### src/rtl/wg_pkg.sv
// Package: shared types and helpers for the write start gate.
// Assumes: all control lines are active low except the supply flag.
package wg_pkg;

    // One registered snapshot of the block's control inputs.
    typedef struct packed {
        logic sup;
        logic ce_n;
        logic oe_n;
        logic we_n;
    } wg_lines_t;

    // Idle value: supply not good, all strobes released.
    localparam wg_lines_t WG_LINES_IDLE = '{sup: 1'b0, ce_n: 1'b1, oe_n: 1'b1, we_n: 1'b1};

    // Counter width able to hold values 0..max_val.
    function automatic int unsigned wg_cnt_w(input int unsigned max_val);
        return (max_val < 2) ? 1 : $clog2(max_val + 1);
    endfunction

endpackage

### src/rtl/wg_input_sampler.sv
// Module: wg_input_sampler
// Registers the supply flag and the control strobes once on the system clock.
// Assumes: the inputs are already synchronous to clk, or their metastability
// is handled upstream; one register stage fixes the decision latency.
module wg_input_sampler
    import wg_pkg::*;
(
    input  logic      clk,
    input  logic      rst_n,
    input  wg_lines_t raw_i,
    output wg_lines_t smp_o
);

    // Capture the raw lines; reset to the idle (inhibited) state.
    always_ff @(posedge clk) begin
        if (!rst_n) smp_o <= WG_LINES_IDLE;
        else        smp_o <= raw_i;
    end

    // Right after reset no write strobe can appear as sampled.
    AST_SMP_RESET_IDLE: assert property (@(posedge clk)
        !rst_n |=> (smp_o == WG_LINES_IDLE));

endmodule

### src/rtl/wg_lockout.sv
// Module: wg_lockout
// Power-up lockout timer. It counts consecutive cycles of good supply and
// asserts ok_o only once LOCK_CYC such cycles have passed. It clears on any
// sampled supply drop or on reset.
// Assumes: LOCK_CYC >= 1; sup_i is the registered supply flag.
module wg_lockout
    import wg_pkg::*;
#(
    parameter int unsigned LOCK_CYC = 20
) (
    input  logic clk,
    input  logic rst_n,
    input  logic sup_i,
    output logic ok_o
);

    localparam int unsigned CW = wg_cnt_w(LOCK_CYC);
    localparam logic [CW-1:0] LOCK_MAX = CW'(LOCK_CYC);

    logic [CW-1:0] good_cnt;

    // Count good-supply cycles, saturating at the lockout length.
    always_ff @(posedge clk) begin
        if (!rst_n)                 good_cnt <= '0;
        else if (!sup_i)            good_cnt <= '0;
        else if (good_cnt != LOCK_MAX) good_cnt <= good_cnt + 1'b1;
    end

    // Unlocked only while supply is still good and the timer is full.
    always_comb ok_o = sup_i && (good_cnt == LOCK_MAX);

    // Unlock implies the supply is currently good.
    AST_OK_NEEDS_SUPPLY: assert property (@(posedge clk) disable iff (!rst_n)
        ok_o |-> sup_i);

    // A sampled supply drop keeps the block locked on the next cycle.
    AST_DROP_RELOCKS: assert property (@(posedge clk) disable iff (!rst_n)
        !sup_i |=> !ok_o);

    // The unlock cannot appear directly after a reset.
    AST_RESET_LOCKED: assert property (@(posedge clk)
        !rst_n |=> !ok_o);

endmodule

### src/rtl/wg_inhibit_decode.sv
// Module: wg_inhibit_decode
// Decodes the sampled control lines into a single "write requested" level.
// A write is requested only with chip select low, write strobe low and
// output enable high; any other combination inhibits.
// Assumes: inputs are registered samples.
module wg_inhibit_decode
    import wg_pkg::*;
(
    input  wg_lines_t smp_i,
    output logic      wr_req_o
);

    logic inhibit;

    // Any of the three inhibit terms blocks the request.
    always_comb inhibit = !smp_i.oe_n || smp_i.ce_n || smp_i.we_n;

    // Request is the complement of inhibit.
    always_comb wr_req_o = !inhibit;

    // A request always coincides with both strobes low and OE released.
    AST_REQ_STROBES: assert final (!wr_req_o ||
        (!smp_i.ce_n && !smp_i.we_n && smp_i.oe_n));

endmodule

### src/rtl/wg_strobe_filter.sv
// Module: wg_strobe_filter
// Minimum-width filter and one-shot. It counts consecutive cycles in which
// a write is requested while unlocked, and fires one single-cycle pulse when
// the count reaches FILT_CYC. It fires again only after the qualifying
// condition has been absent.
// Assumes: FILT_CYC >= 1.
module wg_strobe_filter
    import wg_pkg::*;
#(
    parameter int unsigned FILT_CYC = 3
) (
    input  logic clk,
    input  logic rst_n,
    input  logic wr_req_i,
    input  logic ok_i,
    output logic fire_o
);

    localparam int unsigned CW = wg_cnt_w(FILT_CYC);
    localparam logic [CW-1:0] FILT_MAX  = CW'(FILT_CYC);
    localparam logic [CW-1:0] FILT_LAST = CW'(FILT_CYC - 1);

    logic          qual;
    logic [CW-1:0] low_cnt;

    // Qualifying level: request present and lockout expired.
    always_comb qual = wr_req_i && ok_i;

    // Width counter: clears when qualification drops, saturates at the limit.
    always_ff @(posedge clk) begin
        if (!rst_n)                    low_cnt <= '0;
        else if (!qual)                low_cnt <= '0;
        else if (low_cnt != FILT_MAX)  low_cnt <= low_cnt + 1'b1;
    end

    // One-shot: pulse in the cycle after the width limit is met.
    always_ff @(posedge clk) begin
        if (!rst_n) fire_o <= 1'b0;
        else        fire_o <= qual && (low_cnt == FILT_LAST);
    end

    // The start pulse is exactly one cycle wide.
    AST_PULSE_SINGLE: assert property (@(posedge clk) disable iff (!rst_n)
        fire_o |=> !fire_o);

    // A pulse needs the lockout to have expired on the cycle before.
    AST_FIRE_UNLOCKED: assert property (@(posedge clk) disable iff (!rst_n)
        fire_o |-> $past(ok_i));

    // A pulse needs a request present on the cycle before.
    AST_FIRE_REQUESTED: assert property (@(posedge clk) disable iff (!rst_n)
        fire_o |-> $past(wr_req_i));

endmodule

### src/rtl/wr_gate_top.sv
// Module: wr_gate_top
// Write start gate: a sampler, a power-up lockout timer, the write-inhibit
// decode and a minimum-width strobe filter with one-shot output.
// Assumes: synchronous inputs; LOCK_CYC >= 1 and FILT_CYC >= 1 in cycles.
module wr_gate_top
    import wg_pkg::*;
#(
    parameter int unsigned LOCK_CYC = 20,
    parameter int unsigned FILT_CYC = 3
) (
    input  logic clk,
    input  logic rst_n,
    input  logic supply_ok,
    input  logic ce_n,
    input  logic oe_n,
    input  logic we_n,
    output logic wr_start
);

    wg_lines_t raw_lines;
    wg_lines_t smp_lines;
    logic      unlocked;
    logic      wr_req;

    // Bundle the raw pins into one snapshot.
    always_comb raw_lines = '{sup: supply_ok, ce_n: ce_n, oe_n: oe_n, we_n: we_n};

    wg_input_sampler u_sampler (
        .clk   (clk),
        .rst_n (rst_n),
        .raw_i (raw_lines),
        .smp_o (smp_lines)
    );

    wg_lockout #(.LOCK_CYC(LOCK_CYC)) u_lockout (
        .clk   (clk),
        .rst_n (rst_n),
        .sup_i (smp_lines.sup),
        .ok_o  (unlocked)
    );

    wg_inhibit_decode u_decode (
        .smp_i    (smp_lines),
        .wr_req_o (wr_req)
    );

    wg_strobe_filter #(.FILT_CYC(FILT_CYC)) u_filter (
        .clk      (clk),
        .rst_n    (rst_n),
        .wr_req_i (wr_req),
        .ok_i     (unlocked),
        .fire_o   (wr_start)
    );

    // A pulse never follows a cycle with OE sampled low.
    AST_OE_INHIBITS: assert property (@(posedge clk) disable iff (!rst_n)
        wr_start |-> $past(smp_lines.oe_n));

    // A pulse never follows a cycle with the supply sampled low.
    AST_SUPPLY_GATES: assert property (@(posedge clk) disable iff (!rst_n)
        wr_start |-> $past(smp_lines.sup));

endmodule

### config.mk
export PLATFORM = sky130hd
export DESIGN_NAME = wr_gate_top
export DESIGN_NICKNAME = d
export VERILOG_FILES = /design/src/rtl/wg_pkg.sv /design/src/rtl/wg_input_sampler.sv /design/src/rtl/wg_lockout.sv /design/src/rtl/wg_inhibit_decode.sv /design/src/rtl/wg_strobe_filter.sv /design/src/rtl/wr_gate_top.sv
export SDC_FILE = /design/constraint.sdc
export NUM_CORES = 1
export LEC_CHECK = 0
export BUFFER_PORTS_ARGS = -buffer_cell sky130_fd_sc_hd__buf_4
export CAP_MARGIN = 20
export CELL_PAD_IN_SITES_DETAIL_PLACEMENT = 0
export CELL_PAD_IN_SITES_GLOBAL_PLACEMENT = 2
export CORE_MARGIN = 2
export CORE_UTILIZATION = 35
export DETAILED_ROUTE_END_ITERATION = 10
export PLACE_DENSITY = 0.75
export SLEW_MARGIN = 15
export SYNTH_ARGS = -nofsm -noshare
export SYNTH_HDL_FRONTEND = slang
export SYNTH_SLANG_ARGS = --single-unit
### constraint.sdc
create_clock -name clk -period 3.4 [get_ports clk]
set_input_delay 0.17 -clock clk [delete_from_list [all_inputs] [get_ports clk]]
set_output_delay 0.17 -clock clk [all_outputs]
set_load 0.01 [all_outputs]
==> metrics.cfg, run 1 <==
[final_layout]
num_antenna_cells=0
drive_above_1_share=0.2037
n_fill_cell=128
nNetsFinal=66
multiInputGateArea_sq_um=225.2
area_delta_synth_final_pct=15.38
seqCellArea_sq_um=240.2

[power_and_ir_drop]
power_uw=241.2
p_int_uw=191.1
p_clk_frac=0.358
pwr-share-seq=0.601
pwr-share-comb=0.041
p_sw_uw=50.08
switching_share=0.2077
vdd_drop_max_uv=182.6
cellLeakagePower_uw=0.0002479
cellPowerDensity_nw_per_um2=428.3

[clock_tree]
cts_buffers=3
insertion_delay_ns=0.27
clkTransAtPathRegs_ns=0.07
cts_tree=yes
cts_root_buf=clkbuf_4
cts_resized=0
clockBufferDepth=2
cts_setup_buffers=0
cts.sinks=12
ctsHtreeMaxLevel=1
cts_hold_buf=0

[worst_hold_path]
min-delay-start=we_n
min_to=u_sampler.smp_o[0]$_SDFF_PN1_
min_path_cells=2
hold_class=input pin to flop

[timing]
finalHoldViolations=0
slew_headroom=0.8191
max_freq_mhz=788.3
skew_ns=0.001870
min_period_ns=1.268
layout_setup_ws_ns=2.132
period_share=0.3731
rsz0062_at_grt=false
fin_tns_setup_ns=0
worstMarginPinSlew_ns=0.2707
drv_slew=0
setup_viol=0
holdWs_ns=0.07341

[critical_path]
critPathLaunchType=flop
worst_ep_arrival_time_ns=1.44
endpoint_kind=flop
worst_path_largest_cell_delay_ns=0.33
path_class=flop to flop
worst-path-buf-inv=1
reg2reg_to=u_lockout.good_cnt[1]$_SDFFE_PN0P_
crit_cells=5
r2r_start=u_lockout.good_cnt[0]$_SDFFE_PN0P_
critPathTopFamily=simple AND/OR/NAND/NOR gates
required_ns=3.57
r2r_cells=5
cp_max_fo=7
worst-r2r-setup-slack_ns=2.13
crit_path_top_delay_cell=dfxtp_1
crit_chain=inv_1 -> ha_1 -> and4b_1 -> mux2i_1 -> nor2_1

[global_route]
grt_pass1_wl_mm=1.214
grt_overflow=0
grt_antenna_before_repair=0
grt_max_degree=8
grt_pass1_vias=331
grtUsageTotal=0.1165

[place]
dp_slack_ns=2.133
portBuffers=6
place_congestion=0.7529
dp_hpwl_um=540.8

[route]
drc=0
wl_per_cell_um=10.28
routed-wl-met2_um=338
vias_per_cell=4.667
top_layer_used=met4
drt_iter0_drc=6
first_pass_iters=4
via_count=322
wl_met1_um=308
dr_wl_met3_um=40
finalWirelength_um=709
route.antenna.remaining_nets=0

[synth]
syn_inst=46
syn_nets=56
synth_top_area_frac=0.4923
ys_top_cells_by_area=dfxtp_1 (49%), ha_1 (10%), xor2_1 (5.4%), or2b_1 (4.6%), and3_1 (3.8%)
ys_warn_count=0
netlist_area_sq_um=488.0
synth.distinct_cells=18
synth_top_area_cell=dfxtp_1
synth_seq_cells=12
ys_seq_area_frac=0.4923
avgSynthCellArea_sq_um=10.61

[floorplanning]
core_area_sq_um=1301
die_area_sq_um=1709
io_pins=7
fp.dieW_um=41.34
num_rows=13
die_h_um=41.34
start_util=0.3750

[outcome]
status=finished clean

[flow_run]
cap_violations=0

-- worst max path at each step --
| stage | startpoint | endpoint |
|---|---|---|
| floorplan | u_lockout.good_cnt[0]$_SDFFE_PN0P_ | u_lockout.good_cnt[1]$_SDFFE_PN0P_ |
| global placement | u_lockout.good_cnt[0]$_SDFFE_PN0P_ | u_lockout.good_cnt[1]$_SDFFE_PN0P_ |
| detailed placement | u_lockout.good_cnt[0]$_SDFFE_PN0P_ | u_lockout.good_cnt[1]$_SDFFE_PN0P_ |
| CTS | u_lockout.good_cnt[0]$_SDFFE_PN0P_ | u_lockout.good_cnt[1]$_SDFFE_PN0P_ |
| global route | u_lockout.good_cnt[0]$_SDFFE_PN0P_ | u_lockout.good_cnt[1]$_SDFFE_PN0P_ |
| finish | u_lockout.good_cnt[0]$_SDFFE_PN0P_ | u_lockout.good_cnt[1]$_SDFFE_PN0P_ |
-- power groups by stage --
stage | combinational, uW | clock [uW] | sequential (uW)
finish | 9.99 | 86.2 | 145
global route | 11.5 | 92.1 | 145
CTS | 10.2 | 87.4 | 145
detailed placement | 10.2 | 0 | 148
global placement | 9.61 | 0 | 148
floorplan | 4.64 | 0 | 148
-- cells in the mapped netlist --
cell type,count
and2_1,1
and3_1,3
and4b_1,1
buf_6,1
dfxtp_1,12
ha_1,4
inv_1,3
mux2i_1,1
nand2_1,1
nand2_2,1
nand3_1,2
nor2_1,5
nor3_1,1
nor4b_2,1
o21ai_0,1
or2b_1,3
xnor2_1,2
xor2_1,3
-- flip-flops by register name, summed over array words and instances (netlist names) --
name                cells
u_lockout.good_cnt      5
u_filter.low_cnt        2
u_filter.fire_o         1
u_sampler.smp_o         4
-- cells by family (layout without fill, tap and decap cells) --
logic type	Yosys count	after routing	synth area share
AOI/OAI and AO/OA	1	1	0.01025
xor gates and xnor gates	5	5	0.08976
adders and majority gates	4	4	0.1026
buffers and inverters	4	12	0.04615
DFF	12	12	0.4923
muxes	1	1	0.02051
and+or+nand+nor	19	19	0.2385
-- layout by cell type, fill, tap and decap left out, drive strengths merged, types with 2 or more instances in the layout --
cell type	netlist	final
and3	3	3
buf	1	6
clkbuf	0	3
dfxtp	12	12
ha	4	4
inv	3	3
nand2	2	2
nand3	2	2
nor2	5	5
or2b	3	3
xnor2	2	2
xor2	3	3
-- through the flow --
stage,utilization,instances,cell area [sq um]
2_1_floorplan,-,46,488.0
3_3_place_gp,0.4154,66,540.5
3_5_place_dp,0.4154,66,540.5
4_1_cts,0.4327,69,563.0
5_1_grt,0.4327,69,563.0
6_report,0.4327,69,563.0
-- routing by layer --
layer | GRT usage | vias up
met4 | 0.09677 | 0
met3 | 0.03191 | 4
met5 | 0 | -
met2 | 0.1914 | 9
li1 | - | 165
met1 | 0.1229 | 144
-- worst reg2reg max path, delay by kind of cell, from the launching register on --
kind                       cells  cell delay, ns
adders and majority gates      1            0.14
muxes                          1            0.23
buffers and inverters          1            0.09
and+or+nand+nor                2            0.38
DFF                            1            0.33
-- final cells by class --
class / count / share of cell area
Timing Repair Buffer: 6 / 0.08000
Sequential cell: 12 / 0.4267
Tap cell: 15 / 0.03333
Multi-Input combinational cell: 30 / 0.4000
Clock buffer: 3 / 0.04000
Inverter: 3 / 0.02000
Power figures use the tool's default switching activity.
==> run 2, diff against run 1 <==
CORE_UTILIZATION = 29   (was 35)
PLACE_DENSITY = 0.66   (was 0.75)
clock period = 1.1 ns   (was 3.4 ns; I/O delays follow)
==> run 2 against run 1 <==
The run now ends with negative setup slack left; non-clock buffer count increased by 12; wire length is 31% higher; critical path depth unchanged; utilization grew 3.2 points; worst hold slack worse by 0.050 ns; critical path type unchanged; critical endpoint is now u_filter.fire_o$_SDFF_PN0_; die area up 19%; via count up 21%; first-iteration DRC count shrank 83%; cell area grew 27%.
==> metrics.cfg, run 2 (same netlist as run 1, synthesis figures left out) <==
[floorplanning]
start_util=0.3166  ; was 0.3750
fp.dieW_um=45.02  ; was 41.34 um
die_h_um=45.02  ; was 41.34 um
die_area_sq_um=2027  ; was 1709 sq um
core_area_sq_um=1541  ; was 1301 sq um
num_rows=14  ; was 13
io_pins=7  ; unchanged

[critical_path]
endpoint_kind=flop  ; unchanged
r2r_start=u_lockout.good_cnt[0]$_SDFFE_PN0P_  ; unchanged
reg2reg_to=u_filter.fire_o$_SDFF_PN0_  ; was u_lockout.good_cnt[1]$_SDFFE_PN0P_
required_ns=1.26  ; was 3.57 ns
r2r_cells=5  ; unchanged
worst-r2r-setup-slack_ns=-0.08  ; was 2.13 ns
path_class=flop to flop  ; unchanged
cp_max_fo=4  ; was 7
critPathLaunchType=flop  ; unchanged
worst_ep_arrival_time_ns=1.34  ; was 1.44 ns

[worst_hold_path]
min_path_cells=2  ; unchanged
min_to=u_sampler.smp_o[3]$_SDFF_PN0_  ; was u_sampler.smp_o[0]$_SDFF_PN1_
hold_class=input pin to flop  ; unchanged
min-delay-start=rst_n  ; was we_n

[route]
route.antenna.remaining_nets=0  ; unchanged
first_pass_iters=4  ; unchanged
drt_iter0_drc=1  ; was 6
via_count=389  ; was 322
wl_per_cell_um=11.37  ; was 10.28 um
drc=0  ; unchanged
finalWirelength_um=932  ; was 709 um
vias_per_cell=4.744  ; was 4.667

[clock_tree]
cts_root_buf=clkbuf_4  ; unchanged
clockBufferDepth=2  ; unchanged
cts_buffers=3  ; unchanged
cts_tree=yes  ; unchanged
cts.sinks=12  ; unchanged
insertion_delay_ns=0.26  ; was 0.27 ns
clkTransAtPathRegs_ns=0.07  ; about the same
ctsHtreeMaxLevel=1  ; unchanged

[outcome]
violations=negative setup slack
status=finished with violations  ; was finished clean

[global_route]
grt_pass1_vias=411  ; was 331
grt_max_degree=7  ; was 8
grt_overflow=0  ; unchanged
grt_pass1_wl_mm=1.580  ; was 1.214 mm
grt_antenna_before_repair=0  ; unchanged
grtUsageTotal=0.1149  ; was 0.1165

[final_layout]
fin_area_sq_um=716.9  ; was 563.0 sq um
largest_register_ffs=5  ; unchanged
num_antenna_cells=0  ; unchanged
fin_cells=82  ; was 69
drive_above_1_share=0.4394  ; was 0.2037
nNetsFinal=78  ; was 66
area_delta_synth_final_pct=46.92  ; was 15.38%
top_register=u_lockout.good_cnt  ; unchanged
final_common_cell=buf_4  ; was dfxtp_1
top_regs=u_lockout.good_cnt x5, u_sampler.smp_o x4, u_filter.low_cnt x2  ; unchanged
final_cell_mix=buf_4 (13), dfxtp_1 (10), nor2_1 (4), dlygate4sd3_1 (4)  ; was dfxtp_1 (12), buf_4 (6), nor2_1 (5)

[timing]
skew_ns=0.0005368  ; was 0.001870 ns
max_freq_mhz=847.8  ; was 788.3 MHz
slew_headroom=0.8209  ; was 0.8191
layout_setup_ws_ns=-0.07947  ; was 2.132 ns
setup_viol=6  ; was 0
worstMarginPinSlew_ns=0.2679  ; was 0.2707 ns
period_share=1.072  ; was 0.3731
rsz0062_at_grt=true  ; was false
drv_slew=0  ; unchanged
finalHoldViolations=0  ; unchanged
min_period_ns=1.179  ; was 1.268 ns

[flow_run]
cap_violations=0  ; unchanged

[place]
dp_hpwl_um=614.1  ; was 540.8 um
dp.cells=71  ; was 66
place_congestion=0.6864  ; was 0.7529
portBuffers=6  ; unchanged
dpl_cell_area_sq_um=574.3  ; was 540.5 sq um

[power_and_ir_drop]
cellPowerDensity_nw_per_um2=1066  ; was 428.3 nW/um^2
pwr-share-seq=0.587  ; was 0.601
cellLeakagePower_uw=0.0003056  ; was 0.0002479 uW
switching_share=0.2033  ; was 0.2077
p_int_uw=608.8  ; was 191.1 uW
pwr-share-comb=0.074  ; was 0.041
p_clk_frac=0.338  ; was 0.358
p_sw_uw=155.3  ; was 50.08 uW
vdd_drop_max_uv=520.3  ; was 182.6 uV

-- run 2: how the worst max path moves through the flow --
stage                                             from                                  to  slack [ns]  depth (start not counted)
finish              u_lockout.good_cnt[0]$_SDFFE_PN0P_          u_filter.fire_o$_SDFF_PN0_       -0.08                          5
global route        u_lockout.good_cnt[0]$_SDFFE_PN0P_          u_filter.fire_o$_SDFF_PN0_       -0.11                          5
CTS                 u_lockout.good_cnt[1]$_SDFFE_PN0P_  u_lockout.good_cnt[1]$_SDFFE_PN0P_       -0.07                          5
detailed placement  u_lockout.good_cnt[0]$_SDFFE_PN0P_  u_lockout.good_cnt[1]$_SDFFE_PN0P_       -0.12                          5
global placement    u_lockout.good_cnt[0]$_SDFFE_PN0P_  u_lockout.good_cnt[1]$_SDFFE_PN0P_       -0.05                          5
floorplan           u_lockout.good_cnt[0]$_SDFFE_PN0P_  u_lockout.good_cnt[1]$_SDFFE_PN0P_       -0.01                          6
-- run 2: power by group through the flow --
stage	sequential, uW	clock, uW	combinational (uW)
floorplan	458	0	14.5
detailed placement	459	0	37.2
global placement	458	0	35.2
CTS	448	268	51.3
global route	449	302	61.8
finish	449	259	56.9
-- run 2: metrics by stage --
step                hold slack (ns)  setup slack (ns)  power, uW    util  setup TNS [ns]
floorplan                    0.1514          -0.01294      472.6       -        -0.01686
detailed placement           0.2404           -0.1227      495.8  0.3726         -0.1718
global placement             0.2337          -0.05074      493.1  0.3726        -0.06479
CTS                         0.01991          -0.07317      768.0  0.4351         -0.3266
finish                      0.02382          -0.07947      764.1  0.4651         -0.3251
global route                0.01814           -0.1065      812.5  0.4651         -0.5439
-- run 2: critical path, cell delays in order (launching register included) --
cell	delay (ns)
dfxtp_2	0.34
inv_2	0.05
ha_4	0.14
and4b_2	0.24
buf_4	0.15
and3_1	0.15
-- run 2: cell type report --
class,count,area (sq um)
fill,154,824.5
multi-input combinational,30,271.5
inverter,3,11.26
sequential,12,242.7
clock buffer,3,22.52
timing repair buffer,18,148.9
tap,16,20.02
-- run 2: what timing repair did --
action,CTS,global route
hold endpoints to repair,4,0
endpoints found under the setup margin,2,8
gates resized for setup,5,6
pin swaps,2,4
setup buffers,3,1
hold buffers,4,0
-- run 2: layer usage --
| metal | GRT usage | part of all wire |
|---|---|---|
| met4 | 0.1000 | 0.034 |
| met1 | 0.09877 | 0.39 |
| met5 | 0 | 0 |
| met2 | 0.1943 | 0.54 |
| met3 | 0.05600 | 0.036 |
==> run 3, diff against run 2 <==
PLACE_DENSITY = unset   (was 0.66)
PLACE_DENSITY_LB_ADDON = 0.1   (was unset)
==> run 3 against run 2 <==
The run still ends with negative setup slack left; clock power increased by 36%; cell area decreased by 5.8%; global-route usage decreased by 1.8 points; sequential cell count unchanged; wire length decreased by 11%; cell count decreased by 2.4%; clock skew increased by 0.0045 ns; setup slack improved by 0.0021 ns; count of clock-buffer cells in the layout increased by 1.
==> metrics.cfg, run 3 (same netlist as run 1, synthesis figures left out) <==
[route]
drc=0  ; unchanged
route.antenna.remaining_nets=0  ; unchanged
finalWirelength_um=834  ; was 932 um
via_count=361  ; was 389
vias_per_cell=4.513  ; was 4.744
first_pass_iters=3  ; was 4
drt_iter0_drc=2  ; was 1
wl_per_cell_um=10.43  ; was 11.37 um

[clock_tree]
ctsHtreeMaxLevel=1  ; unchanged
cts_tree=yes  ; unchanged
insertion_delay_ns=0.27  ; was 0.26 ns
clkTransAtPathRegs_ns=0.08  ; was 0.07 ns
cts_root_buf=clkbuf_4  ; unchanged
clockBufferDepth=2  ; unchanged
cts_buffers=3  ; unchanged
cts.sinks=12  ; unchanged

[critical_path]
endpoint_kind=flop  ; unchanged
worst_ep_arrival_time_ns=1.34  ; about the same
cp_max_fo=6  ; was 4
required_ns=1.26  ; about the same
path_class=flop to flop  ; unchanged
critPathLaunchType=flop  ; unchanged

[timing]
period_share=1.070  ; was 1.072
layout_setup_ws_ns=-0.07733  ; was -0.07947 ns
drv_slew=0  ; unchanged
setup_viol=3  ; was 6
holdWs_ns=0.03061  ; was 0.02382 ns
rsz0062_at_grt=true  ; unchanged
min_period_ns=1.177  ; was 1.179 ns
max_freq_mhz=849.4  ; was 847.8 MHz
finalHoldViolations=0  ; unchanged
slew_headroom=0.8246  ; was 0.8209
worstMarginPinSlew_ns=0.2624  ; was 0.2679 ns
skew_ns=0.005015  ; was 0.0005368 ns

[power_and_ir_drop]
cellPowerDensity_nw_per_um2=1258  ; was 1066 nW/um^2
pwr-share-seq=0.527  ; was 0.587
cellLeakagePower_uw=0.0002977  ; was 0.0003056 uW
vdd_drop_max_uv=710.0  ; was 520.3 uV
p_sw_uw=170.5  ; was 155.3 uW
switching_share=0.2006  ; was 0.2033
pwr-share-comb=0.060  ; was 0.074
p_clk_frac=0.413  ; was 0.338
p_int_uw=679.4  ; was 608.8 uW

[place]
dp_hpwl_um=606.9  ; was 614.1 um
portBuffers=6  ; unchanged
dpl_cell_area_sq_um=574.3  ; unchanged
place_congestion=0.7058  ; was 0.6864

[flow_run]
cap_violations=0  ; unchanged

[final_layout]
largest_register_ffs=5  ; unchanged
final_cell_mix=buf_4 (11), dfxtp_1 (9), nor2_1 (5)  ; was buf_4 (13), dfxtp_1 (10), nor2_1 (4), dlygate4sd3_1 (4)
top_regs=u_lockout.good_cnt x5, u_sampler.smp_o x4, u_filter.low_cnt x2  ; unchanged
fin_area_sq_um=675.6  ; was 716.9 sq um
top_register=u_lockout.good_cnt  ; unchanged
area_delta_synth_final_pct=38.46  ; was 46.92%
num_antenna_cells=0  ; unchanged
drive_above_1_share=0.3906  ; was 0.4394
n_fill_cell=142  ; was 154
final_common_cell=buf_4  ; unchanged
nNetsFinal=75  ; was 78

[floorplanning]
io_pins=7  ; unchanged
die_area_sq_um=2027  ; unchanged
fp.dieW_um=45.02  ; unchanged
num_rows=14  ; unchanged
start_util=0.3166  ; unchanged
core_area_sq_um=1541  ; unchanged
die_h_um=45.02  ; unchanged

[global_route]
grt_max_degree=8  ; was 7
grtUsageTotal=0.09736  ; was 0.1149
grt_overflow=0  ; unchanged
grt_antenna_before_repair=0  ; unchanged
grt_pass1_wl_mm=1.373  ; was 1.580 mm
grt_pass1_vias=345  ; was 411

[outcome]
status=finished with violations  ; unchanged
violations=negative setup slack  ; unchanged

[worst_hold_path]
hold_class=input pin to flop  ; unchanged

-- run 3: cell count changes in the layout (fill, tap and decap cells not counted), sizes merged --
cell | previous run | this run
clkbuf | 3 | 4
buf | 14 | 11
-- run 3: cell type report --
type | count | area [sq um] | area share
Multi-Input combinational cell | 30 | 241.5 | 0.3574
Sequential cell | 12 | 244.0 | 0.3611
Clock buffer | 4 | 36.28 | 0.05370
Inverter | 3 | 11.26 | 0.01667
Timing Repair Buffer | 15 | 122.6 | 0.1815
Tap cell | 16 | 20.02 | 0.02963
-- run 3: worst max-delay path, stage by stage (launching register included) --
cell and delay, ns:
dfxtp_2 0.34, inv_2 0.05, ha_4 0.14, and4b_2 0.25
buf_4 0.14, and3_1 0.15
-- run 3: metrics by stage --
step | setup TNS [ns] | setup slack [ns] | util | total power [uW] | cells
6_report | -0.1986 | -0.07733 | 0.4383 | 849.9 | 80
3_5_place_dp | -0.1264 | -0.09540 | 0.3726 | 495.4 | 71
5_1_grt | -0.3112 | -0.1128 | 0.4383 | 886.2 | 80
3_3_place_gp | -0.06732 | -0.05608 | 0.3726 | 493.1 | 71
2_1_floorplan | -0.01686 | -0.01294 | - | 472.6 | 46
4_1_cts | -0.08806 | -0.06370 | 0.4229 | 852.9 | 79
-- run 3: final timing paths --
kind | start | endpoint | slack, ns | depth (start not counted)
worst max register to register | u_lockout.good_cnt[0]$_SDFFE_PN0P_ | u_filter.fire_o$_SDFF_PN0_ | -0.08 | 5
worst min-delay path | rst_n | u_sampler.smp_o[3]$_SDFF_PN0_ | 0.03 | 2
worst min register to register | u_sampler.smp_o[3]$_SDFF_PN0_ | u_lockout.good_cnt[0]$_SDFFE_PN0P_ | 0.51 | 2
worst max-delay path | u_lockout.good_cnt[0]$_SDFFE_PN0P_ | u_filter.fire_o$_SDFF_PN0_ | -0.08 | 5
-- run 3: power by group through the flow --
stage,sequential [uW],clock [uW],combinational [uW]
finish,448,351,50.8
CTS,448,356,48.6
global route,449,382,55.6
detailed placement,458,0,37.0
floorplan,458,0,14.5
global placement,458,0,35.2
-- run 3: per-layer routing --
metal  up-vias  routed length, um  global-route usage  part of all wire
li1        186                  -                   -                 -
met1       168                400              0.1155              0.48
met2         7                404              0.1514              0.48
met3         0                 29             0.03600             0.035
met4         0                  0             0.05294                 0
met5         -                  0                   0                 0
-- run 3: repair_timing --
item | in CTS | in global routing
endpoints found under the setup margin | 4 | 8
hold buffers | 4 | 0
buffers inserted | 0 | 1
gates resized for setup | 1 | 6
hold endpoints to repair | 4 | 0
pin swaps | 0 | 2
